File: src/rtl/acl_pkg.sv
// Package: acl_pkg
// Default frame geometry for the serial audio link transmitter. The
// modules take these values as parameter defaults and derive every
// count and width from them.
package acl_pkg;
    localparam int ACL_SLOTS  = 12;  // payload slots per frame
    localparam int ACL_SLOT_W = 20;  // bit times per payload slot
    localparam int ACL_TAG_W  = 16;  // bit times in the tag slot
    localparam int ACL_DATA_W = 16;  // meaningful bits per payload slot
    localparam int ACL_ADDR_W = 7;   // command address width in slot 1
endpackage

File: src/rtl/acl_frame_timer.sv
// Module: acl_frame_timer
// Counts bit-clock cycles through one frame. It reports the frame
// position (segment and bit within segment) of the bit that the
// serializer drives at the coming edge, and it registers the frame sync.
// Assumes TAG_W and SLOT_W each fit in the bit-index width. Sync is
// computed one position ahead, so that it leads the data by one bit time.
module acl_frame_timer #(
    parameter int SLOTS  = acl_pkg::ACL_SLOTS,
    parameter int SLOT_W = acl_pkg::ACL_SLOT_W,
    parameter int TAG_W  = acl_pkg::ACL_TAG_W,
    localparam int FRAME_LEN = TAG_W + SLOTS * SLOT_W,
    localparam int POS_W     = $clog2(FRAME_LEN),
    localparam int SEG_W     = $clog2(SLOTS + 1),
    localparam int BIT_W     = $clog2(SLOT_W)
) (
    input  logic             clk,
    input  logic             rst_n,
    output logic             frame_start_o,
    output logic [SEG_W-1:0] seg_o,
    output logic [BIT_W-1:0] bix_o,
    output logic             sync_o
);
    localparam logic [POS_W-1:0] POS_LAST = POS_W'(FRAME_LEN - 1);
    localparam logic [POS_W-1:0] SYNC_END = POS_W'(TAG_W - 1);
    localparam logic [BIT_W-1:0] TAG_END  = BIT_W'(TAG_W - 1);
    localparam logic [BIT_W-1:0] SLOT_END = BIT_W'(SLOT_W - 1);

    logic [POS_W-1:0] pos_q;
    logic [SEG_W-1:0] seg_q;
    logic [BIT_W-1:0] bix_q;
    logic             sync_q;
    logic             seg_end;

    // The last bit of the current segment is at the next edge
    always_comb begin
        if (seg_q == '0) seg_end = (bix_q == TAG_END);
        else             seg_end = (bix_q == SLOT_END);
    end

    assign frame_start_o = (pos_q == POS_LAST);

    // Advance the frame position; reset parks on the last bit so the first edge opens a frame
    always_ff @(posedge clk) begin
        if (!rst_n) begin
            pos_q <= POS_LAST;
            seg_q <= SEG_W'(SLOTS);
            bix_q <= SLOT_END;
        end else if (frame_start_o) begin
            pos_q <= '0;
            seg_q <= '0;
            bix_q <= '0;
        end else begin
            pos_q <= pos_q + 1'b1;
            if (seg_end) begin
                seg_q <= seg_q + 1'b1;
                bix_q <= '0;
            end else begin
                bix_q <= bix_q + 1'b1;
            end
        end
    end

    // Sync is high for the tag phase, raised one bit time before tag bit 15 is driven
    always_ff @(posedge clk) begin
        if (!rst_n) sync_q <= 1'b0;
        else        sync_q <= frame_start_o || (pos_q < SYNC_END);
    end

    assign seg_o  = seg_q;
    assign bix_o  = bix_q;
    assign sync_o = sync_q;
endmodule

File: src/rtl/acl_slot_mux.sv
// Module: acl_slot_mux
// Forms the tag word and one padded word per payload slot from the
// captured frame inputs, then selects the single bit named by the frame
// position. Assumes TAG_W >= SLOTS + 1 and SLOT_W >= 1 + ADDR_W.
// Invalid slots are forced to all zeros here.
module acl_slot_mux #(
    parameter int SLOTS  = acl_pkg::ACL_SLOTS,
    parameter int SLOT_W = acl_pkg::ACL_SLOT_W,
    parameter int TAG_W  = acl_pkg::ACL_TAG_W,
    parameter int DATA_W = acl_pkg::ACL_DATA_W,
    parameter int ADDR_W = acl_pkg::ACL_ADDR_W,
    localparam int SEG_W = $clog2(SLOTS + 1),
    localparam int BIT_W = $clog2(SLOT_W),
    localparam int PCM_W = (SLOTS - 2) * DATA_W
) (
    input  logic [SLOTS-1:0]  vld_i,
    input  logic              rd_i,
    input  logic [ADDR_W-1:0] addr_i,
    input  logic [DATA_W-1:0] wdata_i,
    input  logic [PCM_W-1:0]  pcm_i,
    input  logic [SEG_W-1:0]  seg_i,
    input  logic [BIT_W-1:0]  bix_i,
    output logic              bit_o
);
    logic [TAG_W-1:0]  tag_w;
    logic [SLOT_W-1:0] words [SLOTS+1];
    logic [SLOT_W-1:0] cur_w;
    logic [BIT_W-1:0]  bit_sel;

    // Tag word: frame-valid flag, then one flag per slot in slot order, zero below
    always_comb begin
        tag_w = '0;
        tag_w[TAG_W-1] = |vld_i;
        for (int s = 1; s <= SLOTS; s++) begin
            tag_w[TAG_W-1-s] = vld_i[s-1];
        end
    end

    assign words[0] = {tag_w, {(SLOT_W - TAG_W){1'b0}}};

    genvar g;
    generate
        for (g = 1; g <= SLOTS; g++) begin : g_slot
            if (g == 1) begin : g_cmd
                assign words[g] = vld_i[g-1]
                    ? {rd_i, addr_i, {(SLOT_W - 1 - ADDR_W){1'b0}}} : '0;
            end else if (g == 2) begin : g_wdata
                assign words[g] = vld_i[g-1]
                    ? {wdata_i, {(SLOT_W - DATA_W){1'b0}}} : '0;
            end else begin : g_pcm
                assign words[g] = vld_i[g-1]
                    ? {pcm_i[(g-3)*DATA_W +: DATA_W], {(SLOT_W - DATA_W){1'b0}}} : '0;
            end
        end
    endgenerate

    // Pick the word of the current segment
    always_comb begin
        cur_w = '0;
        for (int i = 0; i <= SLOTS; i++) begin
            if (seg_i == SEG_W'(i)) cur_w = words[i];
        end
    end

    // Bits leave MSB first within every segment
    assign bit_sel = BIT_W'(SLOT_W - 1) - bix_i;
    assign bit_o   = cur_w[bit_sel];
endmodule

File: src/rtl/acl_link_tx.sv
// Module: acl_link_tx
// Top of the serial audio link frame transmitter. It samples all
// parallel inputs at the edge that opens a frame, strobes frame_ld_o for
// that one cycle, and drives the registered serial data one bit time
// behind sync. Assumes the user holds its inputs steady across the
// frame-opening edge, and changes them only after the strobe.
module acl_link_tx #(
    parameter int SLOTS  = acl_pkg::ACL_SLOTS,
    parameter int SLOT_W = acl_pkg::ACL_SLOT_W,
    parameter int TAG_W  = acl_pkg::ACL_TAG_W,
    parameter int DATA_W = acl_pkg::ACL_DATA_W,
    parameter int ADDR_W = acl_pkg::ACL_ADDR_W,
    localparam int PCM_W = (SLOTS - 2) * DATA_W,
    localparam int SEG_W = $clog2(SLOTS + 1),
    localparam int BIT_W = $clog2(SLOT_W)
) (
    input  logic              clk_bit,
    input  logic              rst_n,
    input  logic [SLOTS-1:0]  slot_vld_i,
    input  logic              cmd_rd_i,
    input  logic [ADDR_W-1:0] cmd_addr_i,
    input  logic [DATA_W-1:0] cmd_wdata_i,
    input  logic [PCM_W-1:0]  pcm_i,
    output logic              sync_o,
    output logic              sdo_o,
    output logic              frame_ld_o
);
    logic             frame_start;
    logic [SEG_W-1:0] seg;
    logic [BIT_W-1:0] bix;
    logic             next_bit;

    logic [SLOTS-1:0]  vld_q;
    logic              rd_q;
    logic [ADDR_W-1:0] addr_q;
    logic [DATA_W-1:0] wdata_q;
    logic [PCM_W-1:0]  pcm_q;
    logic              ld_q;
    logic              sdo_q;

    acl_frame_timer #(
        .SLOTS (SLOTS),
        .SLOT_W(SLOT_W),
        .TAG_W (TAG_W)
    ) u_timer (
        .clk          (clk_bit),
        .rst_n        (rst_n),
        .frame_start_o(frame_start),
        .seg_o        (seg),
        .bix_o        (bix),
        .sync_o       (sync_o)
    );

    // Sample every frame input together at the frame-opening edge
    always_ff @(posedge clk_bit) begin
        if (!rst_n) begin
            vld_q   <= '0;
            rd_q    <= 1'b0;
            addr_q  <= '0;
            wdata_q <= '0;
            pcm_q   <= '0;
        end else if (frame_start) begin
            vld_q   <= slot_vld_i;
            rd_q    <= cmd_rd_i;
            addr_q  <= cmd_addr_i;
            wdata_q <= cmd_wdata_i;
            pcm_q   <= pcm_i;
        end
    end

    // Tell the user the inputs have been taken for the frame now starting
    always_ff @(posedge clk_bit) begin
        if (!rst_n) ld_q <= 1'b0;
        else        ld_q <= frame_start;
    end

    acl_slot_mux #(
        .SLOTS (SLOTS),
        .SLOT_W(SLOT_W),
        .TAG_W (TAG_W),
        .DATA_W(DATA_W),
        .ADDR_W(ADDR_W)
    ) u_mux (
        .vld_i  (vld_q),
        .rd_i   (rd_q),
        .addr_i (addr_q),
        .wdata_i(wdata_q),
        .pcm_i  (pcm_q),
        .seg_i  (seg),
        .bix_i  (bix),
        .bit_o  (next_bit)
    );

    // Register the serial line so that it changes only on the rising edge
    always_ff @(posedge clk_bit) begin
        if (!rst_n) sdo_q <= 1'b0;
        else        sdo_q <= next_bit;
    end

    assign sdo_o      = sdo_q;
    assign frame_ld_o = ld_q;
endmodule

File: config.mk
export PLATFORM = sky130hd
export DESIGN_NAME = acl_link_tx
export DESIGN_NICKNAME = d
export VERILOG_FILES = /design/src/rtl/acl_pkg.sv /design/src/rtl/acl_frame_timer.sv /design/src/rtl/acl_slot_mux.sv /design/src/rtl/acl_link_tx.sv
export SDC_FILE = /design/constraint.sdc
export NUM_CORES = 1
export LEC_CHECK = 0
export BUFFER_PORTS_ARGS = -buffer_cell sky130_fd_sc_hd__clkbuf_2
export CAP_MARGIN = 20
export CORE_MARGIN = 5
export CORE_UTILIZATION = 35
export CTS_CLUSTER_DIAMETER = 60
export DETAILED_ROUTE_END_ITERATION = 10
export PLACE_DENSITY = 0.62
export SLEW_MARGIN = 20
export SYNTH_ARGS = -nofsm -noshare
export SYNTH_HDL_FRONTEND = slang
export SYNTH_SLANG_ARGS = --single-unit
File: constraint.sdc
create_clock -name clk_bit -period 5.7 [get_ports clk_bit]
set_input_delay 0.57 -clock clk_bit [delete_from_list [all_inputs] [get_ports clk_bit]]
set_output_delay 0.57 -clock clk_bit [all_outputs]
set_load 0.1 [all_outputs]
==> run metrics <==
status completed; number of global-route vias before repair 9408; commonest non-fill, non-tap cell in the layout nand2_1; Max stage delay on crit path 0.72 ns; M1 WL 17000 um; Post-Syn Nets 1523; clock sinks 216; FF-to-FF End sdo_o$_SDFF_PN0_; DRT Wirelength 36700 um; Resized Gates After CTS 0; root buffer cell clkbuf_16; RSZ-0062 raised after global routing no; top_reg_cell synth dfxtp_1; met3 wire length 2700 um; first-pass GRT wire length 55600 um; period utilization 58.9%; most frequent cells in the layout 444 x nand2_1, 216 x dfxtp_1, 199 x a21boi_0, 199 x clkbuf_2, 41 x a21oi_1; register-to-register setup slack 2.34 ns; CP Max Fanout 22; Setup violations, final 0; crit path capture type flop; CTS tree done; number of buffers and inverters on the critical path 1; mux cell area share after synthesis 0.0962%; Worst slew margin 27.1%; dpl hpwl 27700 um; Top Layer Used met5; final net count 1651; LEAKAGE 4.59 nW; largest net degree at the start of global routing 121; Max Cap Violations 0; slowest CP cell ha_1; Inserted Clock Buffers 25; Worst path depth 9; XOR/XNOR Fraction of Synth Area 0.926%; Hold-fix buffers, CTS 0; Buffers on Ports 200; routed length per instance 19.8 um; Netlist cell types 71; R2R Path Start u_timer.seg_o[0]$_SDFFE_PP0P_; Remaining DRCs 0; row cnt 63; syn avg cell area 7.91 um2; CP required 6.12 ns; Die Area 33300 um2; Worst IR Drop VDD 0.271 mV; total chip power 5.84 mW; global placer's final weighted congestion 1.00; synthesized cell area 10400 um2; largest family of logic cells by synthesized area compound AO/OA/AOI/OAI gates; fraction of layout cells with a size suffix above 1 18.7%; Mapped Cells 1316; post-CTS setup repair buffer count 0; drt first-iter violations 1114; number of enable-type register cells in the synthesized netlist 0; GRT Overall Usage 21.2%; remaining global-route overflow 0; die height 182 um; CP Class flop to flop; antenna violations before repair 1; startpoint types flop; clock-pin slew on the worst setup and hold paths 0.06 ns; post-synthesis simple-gate area fraction 23.3%; worst skew pair latency 0.52 ns; ANT nets after route 0; compound-gate portion of the synthesized area 28.1%; Final Skew 0.0149 ns; Fill cells 3056; crit-path leading delay family compound AO/OA/AOI/OAI gates; Arr. time, crit path 3.77 ns; flop and latch count out of synthesis 216; final hold viol count 0; Post-Synth Adder-Cell Area 1.08%; fmax 0.298 GHz; Final Slew Violations 0; core area 29500 um2; drt pass-1 iters 8; origin of the worst setup path u_timer.seg_o[0]$_SDFFE_PP0P_; Longest Clk Path Bufs 3; FF-to-FF path depth 9; Vias per Instance 5.35; die width 182 um; H-tree lvl count 1; Ys Warns 0; Tmin final 3.36 ns; Initial Util 35.3%; TNS Setup 0 ns; ys async rst share 0%; Worst Hold Class input port to flop; sequential fraction of the synthesis area 41.5%; Layout area overhead 19.1%; worst-margin pin slew 1.09 ns; met2 routed WL 16000 um; CP Cell Sequence inv_1 -> ha_1 -> and4b_1 -> nor2b_1 -> a222oi_1 -> o22ai_1 -> o311a_1 -> a221oi_2 -> o311ai_2; diode count 0; vias 9894; final core occ 42.0%; CP endpoint sdo_o$_SDFF_PN0_; I/O pin count 201; PD cells 471 nW/um2
==> sequential cells by signal (all words and copies together) (netlist names) <==
name,cells
addr_q,7
frame_ld_o,1
pcm_q,160
rd_q,1
sdo_o,1
u_timer.bix_o,5
u_timer.pos_q,8
u_timer.seg_o,4
u_timer.sync_o,1
vld_q,12
wdata_q,16
==> per-stage QoR <==
stage / setup WS [ns] / cell area, um2 / hold slack (ns) / std cells
final: 2.34 / 12400 / 0.278 / 1851
after global routing: 2.22 / 12400 / 0.282 / 1851
after CTS: 2.43 / 12400 / 0.265 / 1851
after detailed placement: 2.46 / 11500 / 0.459 / 1807
after global placement: 2.49 / 11500 / 0.453 / 1807
after floorplan: 3.37 / 10400 / 0.439 / 1316
==> cells in the mapped netlist (3+ instances only) <==
| cell | n | area share, % |
|---|---|---|
| o22ai_1 | 4 | 0.24 |
| a22oi_1 | 16 | 1.2 |
| a21oi_1 | 41 | 2.0 |
| and3_1 | 8 | 0.48 |
| nand4_1 | 6 | 0.36 |
| buf_1 | 5 | 0.18 |
| o211ai_1 | 8 | 0.58 |
| o2111ai_1 | 3 | 0.25 |
| a222oi_1 | 8 | 0.77 |
| dfxtp_1 | 216 | 42 |
| buf_2 | 21 | 1.0 |
| nor2b_1 | 4 | 0.24 |
| buf_4 | 3 | 0.22 |
| a22o_1 | 7 | 0.59 |
| and4b_1 | 6 | 0.58 |
| a32oi_1 | 9 | 0.76 |
| a21o_1 | 4 | 0.29 |
| nand2b_1 | 5 | 0.30 |
| a221o_1 | 8 | 0.77 |
| ha_1 | 9 | 1.1 |
| o311ai_0 | 3 | 0.25 |
| clkbuf_1 | 81 | 2.9 |
| nand3b_1 | 4 | 0.29 |
| inv_1 | 10 | 0.36 |
| xnor2_1 | 9 | 0.76 |
| and2_1 | 10 | 0.60 |
| nand2_1 | 444 | 16 |
| a31oi_1 | 12 | 0.72 |
| nand3_1 | 25 | 1.2 |
| a221oi_1 | 14 | 1.2 |
| o21a_1 | 6 | 0.43 |
| o21ai_0 | 24 | 1.2 |
| nor3b_1 | 3 | 0.22 |
| nor2_1 | 16 | 0.58 |
| and3b_1 | 4 | 0.34 |
| nor4_1 | 5 | 0.30 |
| nor3_1 | 5 | 0.24 |
| a31o_2 | 3 | 0.25 |
| a21boi_0 | 199 | 14 |
| or4_1 | 3 | 0.22 |
| a211oi_1 | 5 | 0.36 |
==> where the power goes <==
| group | internal, mW | switching [mW] |
|---|---|---|
| clock network | 0.986 | 0.637 |
| logic | 0.621 | 1.31 |
| registers | 1.90 | 0.386 |
| total | 3.50 | 2.34 |
==> worst min path at each step <==
stage,start,endpoint,slack [ns],cells after the start
after floorplan,pcm_q[35]$_SDFFE_PN0P_,pcm_q[35]$_SDFFE_PN0P_,0.44,2
after global placement,pcm_q[130]$_SDFFE_PN0P_,pcm_q[130]$_SDFFE_PN0P_,0.45,2
after detailed placement,pcm_q[22]$_SDFFE_PN0P_,pcm_q[22]$_SDFFE_PN0P_,0.46,2
after CTS,pcm_i[49],pcm_q[49]$_SDFFE_PN0P_,0.27,3
after global routing,pcm_i[85],pcm_q[85]$_SDFFE_PN0P_,0.28,3
final,pcm_i[49],pcm_q[49]$_SDFFE_PN0P_,0.28,3
==> routing by layer <==
metal,track usage [%],vias up
met5,0,-
met4,5.04,2
met3,4.33,72
met2,32.2,403
met1,30.8,4598
li1,-,4819
==> final cells by class <==
type | count | area [um2] | area share [%]
clock buffer | 35 | 733 | 5.92
clock inverter | 9 | 109 | 0.878
inverter | 10 | 37.5 | 0.303
multi-input combinational | 977 | 5590 | 45.1
sequential | 216 | 4320 | 34.9
tap | 390 | 488 | 3.94
timing repair buffer | 214 | 1110 | 8.95
==> cell families (layout without fill, tap and decap cells) <==
kind of cell,count (synthesis),after routing
simple gates,560,560
xor+xnor,11,11
buf+inv,123,268
compound gates,396,396
mux,1,1
fa+ha+maj,9,9
flops,216,216
==> worst register-to-register path, stage by stage, from the launching register on <==
cell and delay, ns:
dfxtp_1 0.34, inv_1 0.12, ha_1 0.72, and4b_1 0.39
nor2b_1 0.61, a222oi_1 0.26, o22ai_1 0.29, o311a_1 0.20
a221oi_2 0.07, o311ai_2 0.26
Note: power is estimated with default switching activity, not from simulation.
